### src/rtl/bcd_updown_pkg.sv
package bcd_updown_pkg;

    typedef enum logic {
        ST_LOW  = 1'b0,
        ST_HIGH = 1'b1
    } edge_state_t;

    typedef enum logic [2:0] {
        OP_HOLD  = 3'd0,
        OP_UP    = 3'd1,
        OP_DOWN  = 3'd2,
        OP_LOAD  = 3'd3,
        OP_CLEAR = 3'd4
    } count_op_t;

endpackage

### src/rtl/bcd_sync.sv
module bcd_sync #(
    parameter int  STAGES    = 2,
    parameter int  WIDTH     = 1,
    parameter logic RESET_VAL = 1'b1
) (
    input  logic             clk,
    input  logic             rst_n,
    input  logic [WIDTH-1:0] din,
    output logic [WIDTH-1:0] dout
);

    logic [STAGES-1:0][WIDTH-1:0] chain;

    for (genvar i = 0; i < STAGES; i++) begin : g_stage
        if (i == 0) begin : g_first
            always_ff @(posedge clk or negedge rst_n) begin
                if (!rst_n) chain[i] <= {WIDTH{RESET_VAL}};
                else        chain[i] <= din;
            end
        end else begin : g_next
            always_ff @(posedge clk or negedge rst_n) begin
                if (!rst_n) chain[i] <= {WIDTH{RESET_VAL}};
                else        chain[i] <= chain[i-1];
            end
        end
    end

    assign dout = chain[STAGES-1];

endmodule

### src/rtl/bcd_edge_fsm.sv
module bcd_edge_fsm
    import bcd_updown_pkg::*;
(
    input  logic clk,
    input  logic rst_n,
    input  logic level,
    input  logic other_level,
    output logic accept
);

    edge_state_t state, state_nx;
    logic        rise;

    always_comb begin
        state_nx = state;
        unique case (state)
            ST_LOW:  state_nx = level ? ST_HIGH : ST_LOW;
            ST_HIGH: state_nx = level ? ST_HIGH : ST_LOW;
        endcase
    end

    always_ff @(posedge clk or negedge rst_n) begin
        if (!rst_n) state <= ST_HIGH;
        else        state <= state_nx;
    end

    always_comb begin
        rise   = 1'b0;
        accept = 1'b0;
        unique case (state)
            ST_LOW: begin
                rise   = level;
                accept = level && other_level;
            end
            ST_HIGH: begin
                rise   = 1'b0;
                accept = 1'b0;
            end
        endcase
    end

    // an accepted edge never lasts more than one cycle
    p_single_edge_r5: assert property (@(posedge clk) disable iff (!rst_n)
        accept |=> !accept);

    // a rise is never accepted while the other input is low
    p_gate_other_r5: assert property (@(posedge clk) disable iff (!rst_n)
        (rise && !other_level) |-> !accept);

endmodule

### src/rtl/bcd_digit_core.sv
module bcd_digit_core
    import bcd_updown_pkg::*;
#(
    parameter int MODULUS = 10,
    parameter int W       = $clog2(MODULUS)
) (
    input  logic         clk,
    input  logic         rst_n,
    input  logic         clear,
    input  logic         load_n,
    input  logic [W-1:0] preset,
    input  logic         inc,
    input  logic         dec,
    output logic [W-1:0] digit
);

    localparam logic [W-1:0] TOP_VAL = W'(MODULUS - 1);

    count_op_t    op;
    logic [W-1:0] digit_nx;

    always_comb begin
        if (clear)             op = OP_CLEAR;
        else if (!load_n)      op = OP_LOAD;
        else if (inc && !dec)  op = OP_UP;
        else if (dec && !inc)  op = OP_DOWN;
        else                   op = OP_HOLD;
    end

    always_comb begin
        digit_nx = digit;
        unique case (op)
            OP_CLEAR: digit_nx = '0;
            OP_LOAD:  digit_nx = preset;
            OP_UP:    digit_nx = (digit >= TOP_VAL) ? '0 : digit + 1'b1;
            OP_DOWN:  digit_nx = (digit == '0 || digit > TOP_VAL) ? TOP_VAL
                                                                  : digit - 1'b1;
            OP_HOLD:  digit_nx = digit;
            default:  digit_nx = digit;
        endcase
    end

    always_ff @(posedge clk or negedge rst_n) begin
        if (!rst_n) digit <= '0;
        else        digit <= digit_nx;
    end

    p_clear_zero_r1: assert property (@(posedge clk) disable iff (!rst_n)
        clear |=> (digit == '0));

    p_load_follow_r2: assert property (@(posedge clk) disable iff (!rst_n)
        (!clear && !load_n) |=> (digit == $past(preset)));

    p_wrap_up_r3: assert property (@(posedge clk) disable iff (!rst_n)
        (!clear && load_n && inc && !dec && digit == TOP_VAL) |=> (digit == '0));

    p_wrap_down_r4: assert property (@(posedge clk) disable iff (!rst_n)
        (!clear && load_n && dec && !inc && digit == '0) |=> (digit == TOP_VAL));

    p_both_hold_r5: assert property (@(posedge clk) disable iff (!rst_n)
        (!clear && load_n && inc && dec) |=> $stable(digit));

    p_illegal_up_r8: assert property (@(posedge clk) disable iff (!rst_n)
        (!clear && load_n && inc && !dec && digit > TOP_VAL) |=> (digit == '0));

    p_hold_r9: assert property (@(posedge clk) disable iff (!rst_n)
        (!clear && load_n && !inc && !dec) |=> $stable(digit));

endmodule

### src/rtl/bcd_updown_counter.sv
module bcd_updown_counter
    import bcd_updown_pkg::*;
#(
    parameter int MODULUS     = 10,
    parameter int SYNC_STAGES = 2,
    parameter int W           = $clog2(MODULUS)
) (
    input  logic         clk,
    input  logic         rst_n,
    input  logic         count_up,
    input  logic         count_dn,
    input  logic         load_n,
    input  logic         clear,
    input  logic [W-1:0] preset,
    output logic [W-1:0] digit,
    output logic         carry_n,
    output logic         borrow_n
);

    localparam logic [W-1:0] TOP_VAL = W'(MODULUS - 1);

    logic [1:0] cnt_raw, cnt_s;
    logic       up_s, dn_s, up_acc, dn_acc;

    assign cnt_raw = {count_dn, count_up};

    bcd_sync #(.STAGES(SYNC_STAGES), .WIDTH(2), .RESET_VAL(1'b1)) u_sync (
        .clk  (clk),
        .rst_n(rst_n),
        .din  (cnt_raw),
        .dout (cnt_s)
    );

    assign up_s = cnt_s[0];
    assign dn_s = cnt_s[1];

    bcd_edge_fsm u_up_edge (
        .clk        (clk),
        .rst_n      (rst_n),
        .level      (up_s),
        .other_level(dn_s),
        .accept     (up_acc)
    );

    bcd_edge_fsm u_dn_edge (
        .clk        (clk),
        .rst_n      (rst_n),
        .level      (dn_s),
        .other_level(up_s),
        .accept     (dn_acc)
    );

    bcd_digit_core #(.MODULUS(MODULUS), .W(W)) u_core (
        .clk   (clk),
        .rst_n (rst_n),
        .clear (clear),
        .load_n(load_n),
        .preset(preset),
        .inc   (up_acc),
        .dec   (dn_acc),
        .digit (digit)
    );

    assign carry_n  = !((digit == TOP_VAL) && !up_s);
    assign borrow_n = !((digit == '0) && !dn_s);

    p_carry_idle_r6: assert property (@(posedge clk) disable iff (!rst_n)
        up_s |-> carry_n);

    p_borrow_idle_r7: assert property (@(posedge clk) disable iff (!rst_n)
        dn_s |-> borrow_n);

    // a carry release while counting up at the top is followed by a zero digit
    p_carry_release_r3: assert property (@(posedge clk) disable iff (!rst_n)
        ($rose(carry_n) && up_acc && !dn_acc && load_n && !clear) |=> (digit == '0));

endmodule

### config.mk
export PLATFORM = sky130hd
export DESIGN_NAME = bcd_updown_counter
export DESIGN_NICKNAME = d
export VERILOG_FILES = /design/src/rtl/bcd_updown_pkg.sv /design/src/rtl/bcd_sync.sv /design/src/rtl/bcd_edge_fsm.sv /design/src/rtl/bcd_digit_core.sv /design/src/rtl/bcd_updown_counter.sv
export SDC_FILE = /design/constraint.sdc
export NUM_CORES = 1
export LEC_CHECK = 0
export BUFFER_PORTS_ARGS = -buffer_cell sky130_fd_sc_hd__clkbuf_2
export CAP_MARGIN = 15
export CORE_AREA = 3 3 40 42
export DETAILED_ROUTE_END_ITERATION = 6
export DIE_AREA = 0 0 43 45
export GPL_ROUTABILITY_DRIVEN = 0
export HOLD_SLACK_MARGIN = 0.05
export PLACE_DENSITY = 0.76
export SYNTH_ARGS = -nofsm -noshare
export SYNTH_HDL_FRONTEND = slang
export SYNTH_SLANG_ARGS = --single-unit
### constraint.sdc
create_clock -name clk -period 2.4 [get_ports clk]
set_input_delay 0.12 -clock clk [delete_from_list [all_inputs] [get_ports clk]]
set_output_delay 0.12 -clock clk [all_outputs]
set_load 0.1 [all_outputs]
* Word-level counts from Yosys, hierarchy flattened *
Index checks and enable logic that the tools add are counted.

word-level totals
  register bits after elaboration = 10
  output and inout port bits = 6
  word-level logic and storage cells = 41

operators by class
  add/subtract/negate cells = 2
  magnitude comparators = 2
  eq/ne operators = 5
  mux-type cells = 11
  bitwise gates (word level) = 2
  reductions and logical operators = 14

operators by type and width
  kind                 number
  $pmux 4 s4           1
  $mux 3               3
  $mux 4               2
  $eq 3x2->1 const B   2
  $logic_not 1->1      6
  $logic_and 1x1->1    5
  $add 4x1->4 const B  1
  $eq 4x4->1 const B   1
  $ge 4x4->1 const B   1
  $gt 4x4->1 const B   1
  $logic_not 4->1      1
  $pmux 1 s2           2
  $reduce_bool 4->1    1
  $sub 4x1->4 const B  1
  $eq 3x1->1 const B   1
  $eq 3x3->1 const B   1
  $mux 1               2
  $mux 2               1
  $not 1->1            2
  $logic_or 1x1->1     1

* Depth between registers and ports, before layout *
Gate-level depths: netlist of the first run.

  depth after elaboration = 10
  depth in mapped cells = 6
  mapped depth without buffers = 6

* By module *
A second synthesis of the first run with hierarchy kept.

unflattened totals
  cell total of the unflattened synthesis = 63
  area total of the unflattened synthesis = 653.1 um2

by module, submodules not included
  module              times used  cells an instance  area an instance (um2)  seq. area each (um2)
  bcd_digit_core      1           49                 441.7                   100.1
  bcd_sync            1           6                  120.1                   105.1
  bcd_edge_fsm        2           2                  35.0                    26.3
  bcd_updown_counter  1           4                  21.3                    0.0

* Worst setup path before layout of the first run *
Ideal clock, no wire load.

  path kind = reg2reg
  start point = reg u_core.digit[1]
  end point = reg u_core.digit[2]
  arrival time = 2260 ps
  slack = 58 ps
  cell stages (with the launch flop) = 7
  buffers on the path = 0
  period minus slack after synthesis = 2342 ps
  cell sequence = dfrtp_1 inv_1 ha_1 or3b_4 a211oi_4 a21oi_2 o211ai_2

on the way
  longest elaborated chain between the ends = 4
  elaborated cells on any way between the ends = 9
  classes of those cells = 2 x add/sub; 2 x order compare; 3 x mux; 2 x reduce/logical

RTL lines
  what                                           line                  text
  start, declared                                bcd_digit_core.sv:14  output logic [W-1:0] digit
  start signal, assigned                         bcd_digit_core.sv:45  else digit <= digit_nx;
  $gt 4x4->1 or $logic_not 4->1 (tied branches)  bcd_digit_core.sv:36  OP_DOWN: digit_nx = (digit == '0 || digit > TOP_VAL) ? TOP_VAL
  $logic_or 1x1->1                               bcd_digit_core.sv:36
  $mux 4                                         bcd_digit_core.sv:36
  $pmux 4 s4 *                                   bcd_digit_core.sv:32  unique case (op)

Every way passes the cells marked *; elsewhere a longest branch is shown, timed or not.
A chain may end at the register's enable or synchronous reset.

* Worst setup path after layout of the first run *
  start point = reg u_core.digit[0]
  end point = out borrow_n

on the way
  longest elaborated chain between the ends = 3

RTL lines
  what               line                      text
  $logic_not 4->1    bcd_updown_counter.sv:65  assign borrow_n = !((digit == '0) && !dn_s);
  $logic_and 1x1->1  bcd_updown_counter.sv:65
  $logic_not 1->1    bcd_updown_counter.sv:65
  end, declared      bcd_updown_counter.sv:17  output logic borrow_n

No other way between the ends.

==> impl_results.md, run 1 <==
* Yosys reg bits at 10
* Final TNS setup at 0 ns
* Lkg Pwr at 0.348 nW
* IO Pins at 16
* Final ANT Viol Nets at 0
* DR WL/cell at 13.4 µm
* Synthesis Warnings at 0
* Initial Utilization at between 40 and 50%
* Largest net degree at the start of global routing at 11
* Final slew viol count at 0
* Worst-Skew Late Latency at 0.26 ns
* Row cnt at 13
* WL met2 at 576 µm
* Final Setup Violations at 0
* Syn-to-layout area delta at 24.3%
* Crit-path max FO at 7
* Register-to-Register Path Depth at 6
* Final cycle utilization of the critical path at roughly 90%
* Hold depth at 3
* Vias in the first global route at between 500 and 600
* Crit path launch type: flop
* Dpl ws at roughly 0.50 ns
* Syn avg cell area at roughly 11 µm²
* Gr usage total at between 10% and 20%
* Final global-route overflow total at 0
* Cells after Synth at 55
* Post-DP HPWL at about 960 µm
* PD cells at ~740 nW/µm²
* Area share of and/or/nand/nor cells after synthesis at 20.0%
* Final wirelength at between 1000 and 1500 µm
* Post-DR vias/cell at ~5.6
* Hold Buf Count CTS at 3
* Fraction of layout cells with a size suffix above 1 at between 40% and 50%
* Total die area at about 1900 µm²
* Tmin final at 2.16 ns
* FMAX at approximately 460 MHz
* Slew headroom at a little under three fifths
* Post-synth cell types at 31
* Source of the critical timing path: u_core.digit[0]$_DFFE_PN0P_
* Net Count, Synth at 68
* Post-synthesis compound-gate area fraction at about a quarter
* Highest routed metal layer: met4
* Core area at between 1000 and 1500 µm²
* Die Y at approximately 45 µm
* Layout Skew at about 0.0012 ns
* Critical Path AT at around 2 ns
* Min-delay src: preset[0]
* TritonCTS Buffers at 3
* Clk sink count at 10
* DRT Pass-1 Iters at 4
* Vias post-DR at just over 500
* Setup crit end kind: primary output
* Cell Area, Synth at ~600 µm²
* Number of port buffers at 15
* Final nets at 90
* DR iter-0 viols at 9
* Die Width at between 40 and 50 µm
* Post-Synth XOR/XNOR Area at ~1.4%
* First-pass GRT wire length at between 2000 and 2500 µm
* Post-synthesis mux area share at 0%
* Unrepaired setup endpoints after global routing: no
* Worst vdd ir at between 0.3 and 0.4 mV
* Commonest non-fill, non-tap cell in the layout: clkbuf_2
* Critical setup path kind: reg2out
* Hold WC Path Type: in2reg
* Routed length on met3 at roughly 52 µm
* Root Driver: clkbuf_4
* CTS max path bufs at 2
* CTS clk-pin slew, worst paths at approximately 0.06 ns
* Post-synthesis sequential area ratio at about 42%
* Fillers at 121
* CTS tree: built
* Largest family of logic cells by synthesized area: compound AO/OA/AOI/OAI gates
* Final worst slack at 0.243 ns
* Area share of fa/ha/maj cells after synthesis at under 10%
* DRC violations left at 0
* MaxCap Viol Count at 0
* H-tree depth at 1
* Initial antenna violation count at 0
* RR Startpoint: u_core.digit[0]$_DFFE_PN0P_
* Post-Route M1 WL at 558 µm
* Final hold vios at 0
* Highest-count cells in the layout ignoring fill and taps: 15 x clkbuf_2, 6 x inv_1, 6 x dfstp_2
* Worst-Margin Slew at about 0.66 ns
* Post-cts resize count at 0
* Antenna cells at 0
* Post-CTS setup buffer count at 0
* Status: complete, no violations
* Critical Path RT at between 2 and 2.5 ns
==> per-stage QoR <==
step / util [%] / instances / power [W] / hold WS, ns / cell area, µm²
global placement: 54.0 / 84 / 0.000415 / -0.0132 / 694
detailed placement: 54.0 / 84 / 0.000420 / -0.0124 / 694
floorplan: - / 55 / 0.000378 / -0.176 / 612
global route: 59.2 / 91 / 0.000595 / 0.0914 / 761
CTS: 59.2 / 91 / 0.000573 / 0.0846 / 761
finish: 59.2 / 91 / 0.000564 / 0.0900 / 761
==> flip-flops by register name (all words and copies together), names as in the netlist <==
| name | flops |
|---|---|
| u_dn_edge.state | 1 |
| u_sync.dout | 2 |
| u_core.digit | 4 |
| u_sync.chain | 2 |
| u_up_edge.state | 1 |
==> cell families after synthesis <==
kind of cell / after synthesis
AOI/OAI and AO/OA: 17
and+or+nand+nor: 17
xor gates and xnor gates: 1
buffers and inverters: 7
DFF: 10
adders and majority gates: 3
==> area by class of cell <==
| cell class | count | area, µm² | area share, % |
|---|---|---|---|
| clock buffer | 4 | 36.3 | 4.77 |
| multi-input combinational | 38 | 320 | 42.1 |
| tap | 15 | 18.8 | 2.47 |
| timing repair buffer | 18 | 105 | 13.8 |
| inverter | 6 | 22.5 | 2.96 |
| sequential | 10 | 258 | 33.9 |
==> cells in the mapped netlist <==
master    number  area [µm²]
o21ai_0        1        5.00
o21ai_1        1        5.00
nor4_1         1        6.26
nand3b_1       1        7.51
buf_6          1        11.3
a32oi_1        1        8.76
dfrtp_1        4         100
nand3_1        3        15.0
nor2_1         1        3.75
nor2b_1        1        6.26
xor2_1         1        8.76
inv_1          6        22.5
or2_2          1        6.26
a21o_2         2        17.5
nand4b_4       1        23.8
a311oi_1       2        17.5
a211oi_4       1        20.0
a21bo_1        1        10.0
or3b_4         1        11.3
a22oi_1        2        15.0
o221ai_1       1        8.76
nor3_1         1        5.00
or4_1          1        7.51
or2b_1         1        7.51
nand2_1        2        7.51
a21oi_1        2        10.0
ha_1           3        37.5
nor3b_1        2        15.0
a21oi_2        1        8.76
dfstp_2        6         158
o211ai_2       2        25.0
==> worst max-delay path, cell delays in order, from the launching register on <==
cell and delay (ns):
dfrtp_1 0.45, inv_1 0.11, ha_1 0.25, inv_1 0.08, or4_1 0.51, clkbuf_2 0.38
==> routing by layer <==
layer | vias up | GRT usage, %
met5 | - | 0
met2 | 14 | 24.0
met3 | 4 | 2.39
met1 | 248 | 19.6
li1 | 246 | -
met4 | 0 | 10.8
==> worst paths after layout <==
| path | end | slack, ns |
|---|---|---|
| worst max-delay path | borrow_n | 0.24 |
| worst min-delay path | u_core.digit[0]$_DFFE_PN0P_ | 0.09 |
| worst max register to register | u_core.digit[3]$_DFFE_PN0P_ | 0.48 |
| worst min register to register | u_sync.dout[1]$_DFF_PN1_ | 0.36 |
| max in group asynchronous | u_sync.chain[1]$_DFF_PN1_ | 1.90 |
| min in group asynchronous | u_core.digit[2]$_DFFE_PN0P_ | 0.25 |
==> power by group <==
group          switching [W]  internal [W]  leakage (nW)  total, W
Sequential         0.0000225      0.000187         0.115  0.000209
Combinational       0.000149     0.0000622         0.212  0.000212
Clock              0.0000513     0.0000918        0.0210  0.000143
Total               0.000223      0.000341         0.348  0.000564
Note: power is estimated with default switching activity, not from simulation.
==> run 2: changes to the inputs <==
CORE_AREA = default   (was 3 3 40 42)
CORE_MARGIN = 3   (was default)
CORE_UTILIZATION = 50   (was default)
DIE_AREA = default   (was 0 0 43 45)
PLACE_DENSITY = 0.8   (was 0.76)
SYNTH_HIERARCHICAL = 1   (was default)
==> run 2 against run 1 <==
  * Clock skew decreased by 0.00080 ns
  * Sequential cell count unchanged
  * Register-to-register slack improved by 0.04 ns
  * Largest power group is now sequential cells
  * Critical path type is now reg2reg
  * Combinational power fell by 37%
==> impl_results.md, run 2 <==
* Cells after Synth at 63 (+15%)
* DR iter-0 viols at 32 (+23)
* Post-synthesis compound-gate area fraction at 16.5% (-8.3 points)
* Worst-Margin Slew at 0.542 ns (-0.117 ns)
* Worst hold slack at 0.0900 ns (-0.0000392 ns)
* Total die area at 1780 µm² (-8.2%)
* CTS clk-pin slew, worst paths at 0.08 ns (+0.02 ns)
* Post-synth EDFFs at 0 (unchanged)
* Post-synth top cells: 6 x dfstp_2, 4 x a21oi_1, 4 x dfrtp_1, 4 x ha_1, 4 x inv_1
* Final slew viol count at 0 (unchanged)
* Fraction of layout cells with a size suffix above 1 at 39.0% (-5.7 points)
* Largest family of logic cells by synthesized area: simple AND/OR/NAND/NOR gates
* Core area at 1170 µm² (-8.9%)
* Lkg Pwr at 0.362 nW (+4.0%)
* Cell Area, Synth at 653 µm² (+6.7%)
* Grt met2 use at 28.1% (+4.1 points)
* Hold WC Path Type: in2reg
* Most Used Layer, Global Route: met2
* Initial antenna violation count at 0 (unchanged)
* Area share of and/or/nand/nor cells after synthesis at 27.8% (+7.7 points)
* Worst reg2reg setup slack at 0.52 ns (+0.04 ns)
* Reg area at 259 µm² (+0.49%)
* Final wirelength at 1430 µm (+18%)
* Vias in the first global route at 546 (+6.2%)
* Post-DR vias/cell at 5.94 (+5.5%)
* Slowest cell on crit path: or4_1
* Ranking of synthesized cells by area: dfstp_2 24%, dfrtp_1 15%, ha_1 7.7%, and3b_1 4.0%, and4bb_2 3.8%
* Post-DP HPWL at 1020 µm (+6.3%)
* Worst vdd ir at 0.279 mV (-22%)
* Syn avg cell area at 10.4 µm² (-6.8%)
* CTS max path bufs at 2 (unchanged)
* Dpl ws at 0.535 ns (+0.0337 ns)
* Die Y at 42.1 µm (-6.4%)
* Final cycle utilization of the critical path at 78.2% (-12 points)
* Final hold vios at 0 (unchanged)
* Tmin final at 1.88 ns (-0.280 ns)
* FMAX at 533 MHz (+15%)
* Layout Skew at 0.000444 ns (-0.000802 ns)
* Post-CTS setup buffer count at 0 (unchanged)
* Yosys reg bits at 10 (unchanged)
* Final Setup Violations at 0 (unchanged)
* DRC violations left at 0 (unchanged)
* Area share of fa/ha/maj cells after synthesis at 7.66% (+1.5 points)
* Net Count, Synth at 77 (+13%)
* Number of port buffers at 15 (unchanged)
* Post-synthesis sequential area ratio at 39.5% (-2.7 points)
* MaxCap Viol Count at 0 (unchanged)
* H-tree depth at 1 (unchanged)
* Post-synth ARST share at 100% (unchanged)
* Post-cts resize count at 0 (unchanged)
* Fillers at 101 (-17%)
* Buf/Inv on CP at 1 (-2)
* Synthesis Warnings at 6 (+6)
* Critical Path RT at 2.54 ns (+0.26 ns)
* First-pass GRT wire length at 2440 µm (+13%)
* Root Driver: clkbuf_4
* DR WL/cell at 14.9 µm (+11%)
* Area of the multi-input gates at 358 µm² (+12%)
* Row cnt at 12 (-1)
* Post-synth cell types at 31 (unchanged)
* Post-synthesis mux area share at 1.53% (+1.5 points)
* Slew headroom at 64.0% (+8.3 points)
* Crit-path max FO at 7 (unchanged)
* Setup crit end kind: flop
* Final nets at 97 (+7.8%)
* Critical Path AT at 2.02 ns (-0.02 ns)
* Worst-Skew Late Latency at 0.26 ns (about the same)
* Syn-to-layout area delta at 21.1%
* Top reg by flops: u_core/digit
* Hold Buf Count CTS at 3 (unchanged)
* Synth top area share at 24.1% (-1.6 points)
* IO Pins at 16 (unchanged)
* CTS tree: built
* Met3 GRT Util at 3.86% (+1.5 points)
* CP delay by family, top: simple AND/OR/NAND/NOR gates
* Dominant cell type by area after synthesis: dfstp_2
* Max reg flops at 4 (unchanged)
* Critical setup path kind: reg2reg
* Clk sink count at 10 (unchanged)
* Post-Synth XOR/XNOR Area at 1.34% (-0.090 points)
* Highest-count cells in the layout ignoring fill and taps: 15 x clkbuf_2, 6 x dfstp_2, 4 x inv_1, 4 x a21oi_1, 4 x ha_1
* DRT Pass-1 Iters at 4 (unchanged)
* Antenna cells at 0 (unchanged)
* Final TNS setup at 0 ns (unchanged)
* Commonest non-fill, non-tap cell in the layout: clkbuf_2
* Unrepaired setup endpoints after global routing: no
* Status: complete, no violations
* Die Width at 42.1 µm (-2.0%)
* Crit path launch type: flop
* Largest stage delay on the critical path at 0.52 ns (about the same)
* Vias post-DR at 570 (+11%)
* Final ANT Viol Nets at 0 (unchanged)
* TritonCTS Buffers at 3 (unchanged)
* PD cells at 619 nW/µm² (-16%)
* Largest net degree at the start of global routing at 15 (+4)
* Gr usage total at 17.6% (+2.2 points)
* Final global-route overflow total at 0 (unchanged)
* Crit-path cells: inv_1 > ha_1 > o21bai_1 > a221o_2 > nor3b_1 > or4_1
* Met1 Usage GRT at 24.4% (+4.8 points)
* Top-count cell post-synth: dfstp_2
* Synth Flop Type: dfstp_2
* Final worst slack at 0.524 ns (+0.280 ns)
* Initial Utilization at 55.8% (+8.2 points)
## run 2: worst reg2reg max path, cell delays in order (launching register included)
cell and delay, ns:
dfrtp_1 0.46, inv_1 0.12, ha_1 0.25, o21bai_1 0.16
a221o_2 0.20, nor3b_1 0.05, or4_1 0.52
## run 2: metal layers
layer	wire length [µm]	vias up
met4	0	0
met3	108	0
li1	-	269
met1	683	270
met5	0	-
met2	637	31
## run 2: where the power goes
part | internal (W) | switching, W
registers | 0.000183 | 0.0000159
logic | 0.0000404 | 0.0000927
clock network | 0.0000920 | 0.0000660
## run 2: cell type report
| cell class | instances | share of cell area [%] |
|---|---|---|
| Multi-Input combinational cell | 46 | 45.3 |
| Sequential cell | 10 | 32.8 |
| Timing Repair Buffer | 18 | 13.3 |
| Clock buffer | 4 | 4.59 |
| Tap cell | 14 | 2.22 |
| Inverter | 4 | 1.90 |
## run 2: cell families after synthesis
kind of cell | count (synthesis)
adders and majority gates | 4
xor gates and xnor gates | 1
and+or+nand+nor | 25
DFF | 10
buffers and inverters | 7
muxes | 1
AOI/OAI and AO/OA | 15
## run 2: through the flow
| step | instance area [µm²] | power [W] | cells | util [%] |
|---|---|---|---|---|
| floorplan | 654 | 0.000299 | 63 | - |
| global placement | 724 | 0.000327 | 89 | 61.9 |
| finish | 791 | 0.000490 | 96 | 67.5 |
| detailed placement | 724 | 0.000328 | 89 | 61.9 |
| global route | 791 | 0.000514 | 96 | 67.5 |
| CTS | 791 | 0.000489 | 96 | 67.5 |
## run 2: final timing paths
| kind | startpoint | endpoint | depth (start not counted) |
|---|---|---|---|
| max in group asynchronous | rst_n | u_up_edge/state$_DFF_PN1_ | 2 |
| min in group asynchronous | rst_n | u_core/digit[1]$_DFFE_PN0P_ | 2 |
| worst min register to register | u_sync/chain[0]$_DFF_PN1_ | u_sync/dout[0]$_DFF_PN1_ | 0 |
| worst min-delay path | preset[1] | u_core/digit[1]$_DFFE_PN0P_ | 2 |
| worst max register to register | u_core/digit[1]$_DFFE_PN0P_ | u_core/digit[2]$_DFFE_PN0P_ | 6 |
| worst max-delay path | u_core/digit[1]$_DFFE_PN0P_ | u_core/digit[2]$_DFFE_PN0P_ | 6 |
==> run 3: changes to the inputs <==
CORE_UTILIZATION = 45   (was 50)
PLACE_DENSITY = 0.77   (was 0.8)
clock period = 1.5 ns   (was 2.4 ns; I/O delays follow)
==> run 3 against run 2 <==
  * The flow now finishes with violations (setup timing)
  * Via count rose by 12%
  * Critical endpoint is now u_core/digit[3]$_DFFE_PN0P_
  * Sequential cell count stayed put
  * Clock power is 52% higher
  * Worst setup slack worse by 0.79 ns
==> impl_results.md, run 3 (synthesis gave the netlist of run 2 again) <==
* Vias post-DR at 636 (+12%)
* MaxCap Viol Count at 0 (unchanged)
* Final nets at 109 (+12%)
* DR WL/cell at 16.1 µm (+8.4%)
* Worst-Skew Late Latency at 0.26 ns (about the same)
* Post-DP HPWL at 1270 µm (+24%)
* DR iter-0 viols at 24 (-25%)
* IO Pins at 16 (unchanged)
* Critical Path AT at 1.89 ns (-0.13 ns)
* Slew headroom at 64.2% (+0.14 points)
* Finished Layout Cells at 109 (+14%)
* Slowest cell on crit path: dfstp_2
* FMAX at 566 MHz (+6.2%)
* Area after DPL at 880 µm² (+21%)
* Initial antenna violation count at 0 (unchanged)
* H-tree depth at 1 (unchanged)
* Crit-path max FO at 4 (-3)
* Highest-count cells in the layout ignoring fill and taps: 12 x clkbuf_2, 10 x buf_4, 6 x dfstp_2
* Vias in the first global route at 573 (+4.9%)
* Top cell by count, worst path: and3b_2
* Final worst slack at -0.266 ns (-0.790 ns)
* Failing checks: setup timing
* Initial Utilization at 49.0% (-6.8 points)
* Crit-path cells: and3b_2 > xnor2_1 > and3b_2 > buf_4 > a22oi_1 > nand3_1
* First-pass GRT wire length at 2690 µm (+10%)
* Placed cells at 100 (+12%)
* Total die area at 1940 µm² (+9.5%)
* Largest stage delay on the critical path at 0.51 ns (about the same)
* Design Area, Final at 1010 µm² (+28%)
* Row cnt at 13 (+1)
* Final wirelength at 1760 µm (+23%)
* Gr usage total at 18.7% (+1.1 points)
* Layout Skew at 0.00425 ns (+0.00381 ns)
* PD cells at 850 nW/µm² (+37%)
* Root Driver: clkbuf_4
* Fraction of layout cells with a size suffix above 1 at 60.6% (+22 points)
* Max reg flops at 4 (unchanged)
* Hold WC Path Type: in2reg
* Syn-to-layout area delta at 55.2%
* Die Y at 44.1 µm (+4.6%)
* CTS clk-pin slew, worst paths at 0.07 ns (about the same)
* Worst-Margin Slew at 0.540 ns (-0.00209 ns)
* Setup crit end kind: flop
* Final global-route overflow total at 0 (unchanged)
* Lkg Pwr at 0.442 nW (+22%)
* Worst vdd ir at 0.662 mV (+140%)
* Number of port buffers at 15 (unchanged)
* Critical Path RT at 1.62 ns (-0.92 ns)
* Post-DR vias/cell at 5.83 (-1.7%)
* Die Width at 44.1 µm (+4.6%)
* Clk sink count at 10 (unchanged)
* TritonCTS Buffers at 3 (unchanged)
* Status: complete, but fails checks
* Final TNS setup at -0.900 ns (-0.900 ns)
* Tmin final at 1.77 ns (-0.110 ns)
* Final slew viol count at 0 (unchanged)
* Antenna cells at 0 (unchanged)
* Final Setup Violations at 4 (+4)
* Final cycle utilization of the critical path at 118% (+40 points)
* Final ANT Viol Nets at 0 (unchanged)
* CTS max path bufs at 2 (unchanged)
* Largest net degree at the start of global routing at 11 (-4)
* DRC violations left at 0 (unchanged)
* Top reg by flops: u_core/digit
* Critical setup path kind: reg2reg
* CTS tree: built
* Core area at 1330 µm² (+14%)
* Unrepaired setup endpoints after global routing: yes
* DRT Pass-1 Iters at 4 (unchanged)
* Commonest non-fill, non-tap cell in the layout: clkbuf_2
* Worst hold slack at 0.0675 ns (-0.0225 ns)
* Final hold vios at 0 (unchanged)
* Overall power at 0.000862 W (+76%)
* Crit path launch type: flop
run 3: changes by cell type in the layout (fill, tap and decap cells not counted), moves of 3 or more:
| cell | delta |
|---|---|
| dfrtp_1 | -3 |
| clkbuf_2 | -3 |
| dfrtp_4 | +4 |
| buf_4 | +10 |
run 3: area by class of cell:
class	count	area (µm²)
multi-input cells	46	428
inverters	4	20.0
flip-flops and latches	10	273
fillers	105	320
well taps	15	18.8
repair buffers	30	238
clock buffers	4	36.3
run 3: final timing paths:
check / slack, ns / cells past startpoint / startpoint / endpoint
setup reg to reg: -0.27 / 6 / u_dn_edge/state$_DFF_PN1_ / u_core/digit[3]$_DFFE_PN0P_
setup / recovery: -0.27 / 6 / u_dn_edge/state$_DFF_PN1_ / u_core/digit[3]$_DFFE_PN0P_
max in group asynchronous: 1.03 / 2 / rst_n / u_sync/chain[1]$_DFF_PN1_
min in group asynchronous: 0.20 / 2 / rst_n / u_core/digit[2]$_DFFE_PN0P_
hold reg to reg: 0.36 / 0 / u_sync/chain[0]$_DFF_PN1_ / u_sync/dout[0]$_DFF_PN1_
hold / removal: 0.07 / 2 / preset[0] / u_core/digit[0]$_DFFE_PN0P_
run 3: through the flow:
| stage | worst slack (ns) | util [%] |
|---|---|---|
| 3_5_place_dp | -0.266 | 65.9 |
| 5_1_grt | -0.301 | 76.0 |
| 2_1_floorplan | -0.342 | - |
| 4_1_cts | -0.241 | 73.8 |
| 3_3_place_gp | -0.259 | 65.9 |
| 6_report | -0.266 | 76.0 |
run 3: power breakdown:
group | leakage (nW) | internal [W] | switching (W) | total [W]
clock network | 0.0210 | 0.000147 | 0.0000929 | 0.000240
logic | 0.312 | 0.000122 | 0.000181 | 0.000303
registers | 0.110 | 0.000298 | 0.0000208 | 0.000319
run 3: routing by layer:
metal | vias up | global-route usage (%) | wire, µm
met3 | 2 | 2.44 | 45
li1 | 299 | - | -
met2 | 16 | 31.4 | 903
met4 | 0 | 5.42 | 18
met1 | 319 | 25.2 | 792
met5 | - | 0 | 0
run 3: what timing repair did:
item                                    in CTS  in global routing
hold endpoints to repair                    12                  1
buffers inserted                             1                  0
hold buffers                                 3                  1
endpoints found under the setup margin       6                  6
resized for setup                            6                  4
pin swaps                                    3                  0
run 3: critical path: cells and delay by family, from the launching register on:
kind	cells	cell delay (ns)
buf+inv	1	0.14
xor+xnor	1	0.15
compound gates	1	0.21
flops	1	0.51
simple gates	3	0.61
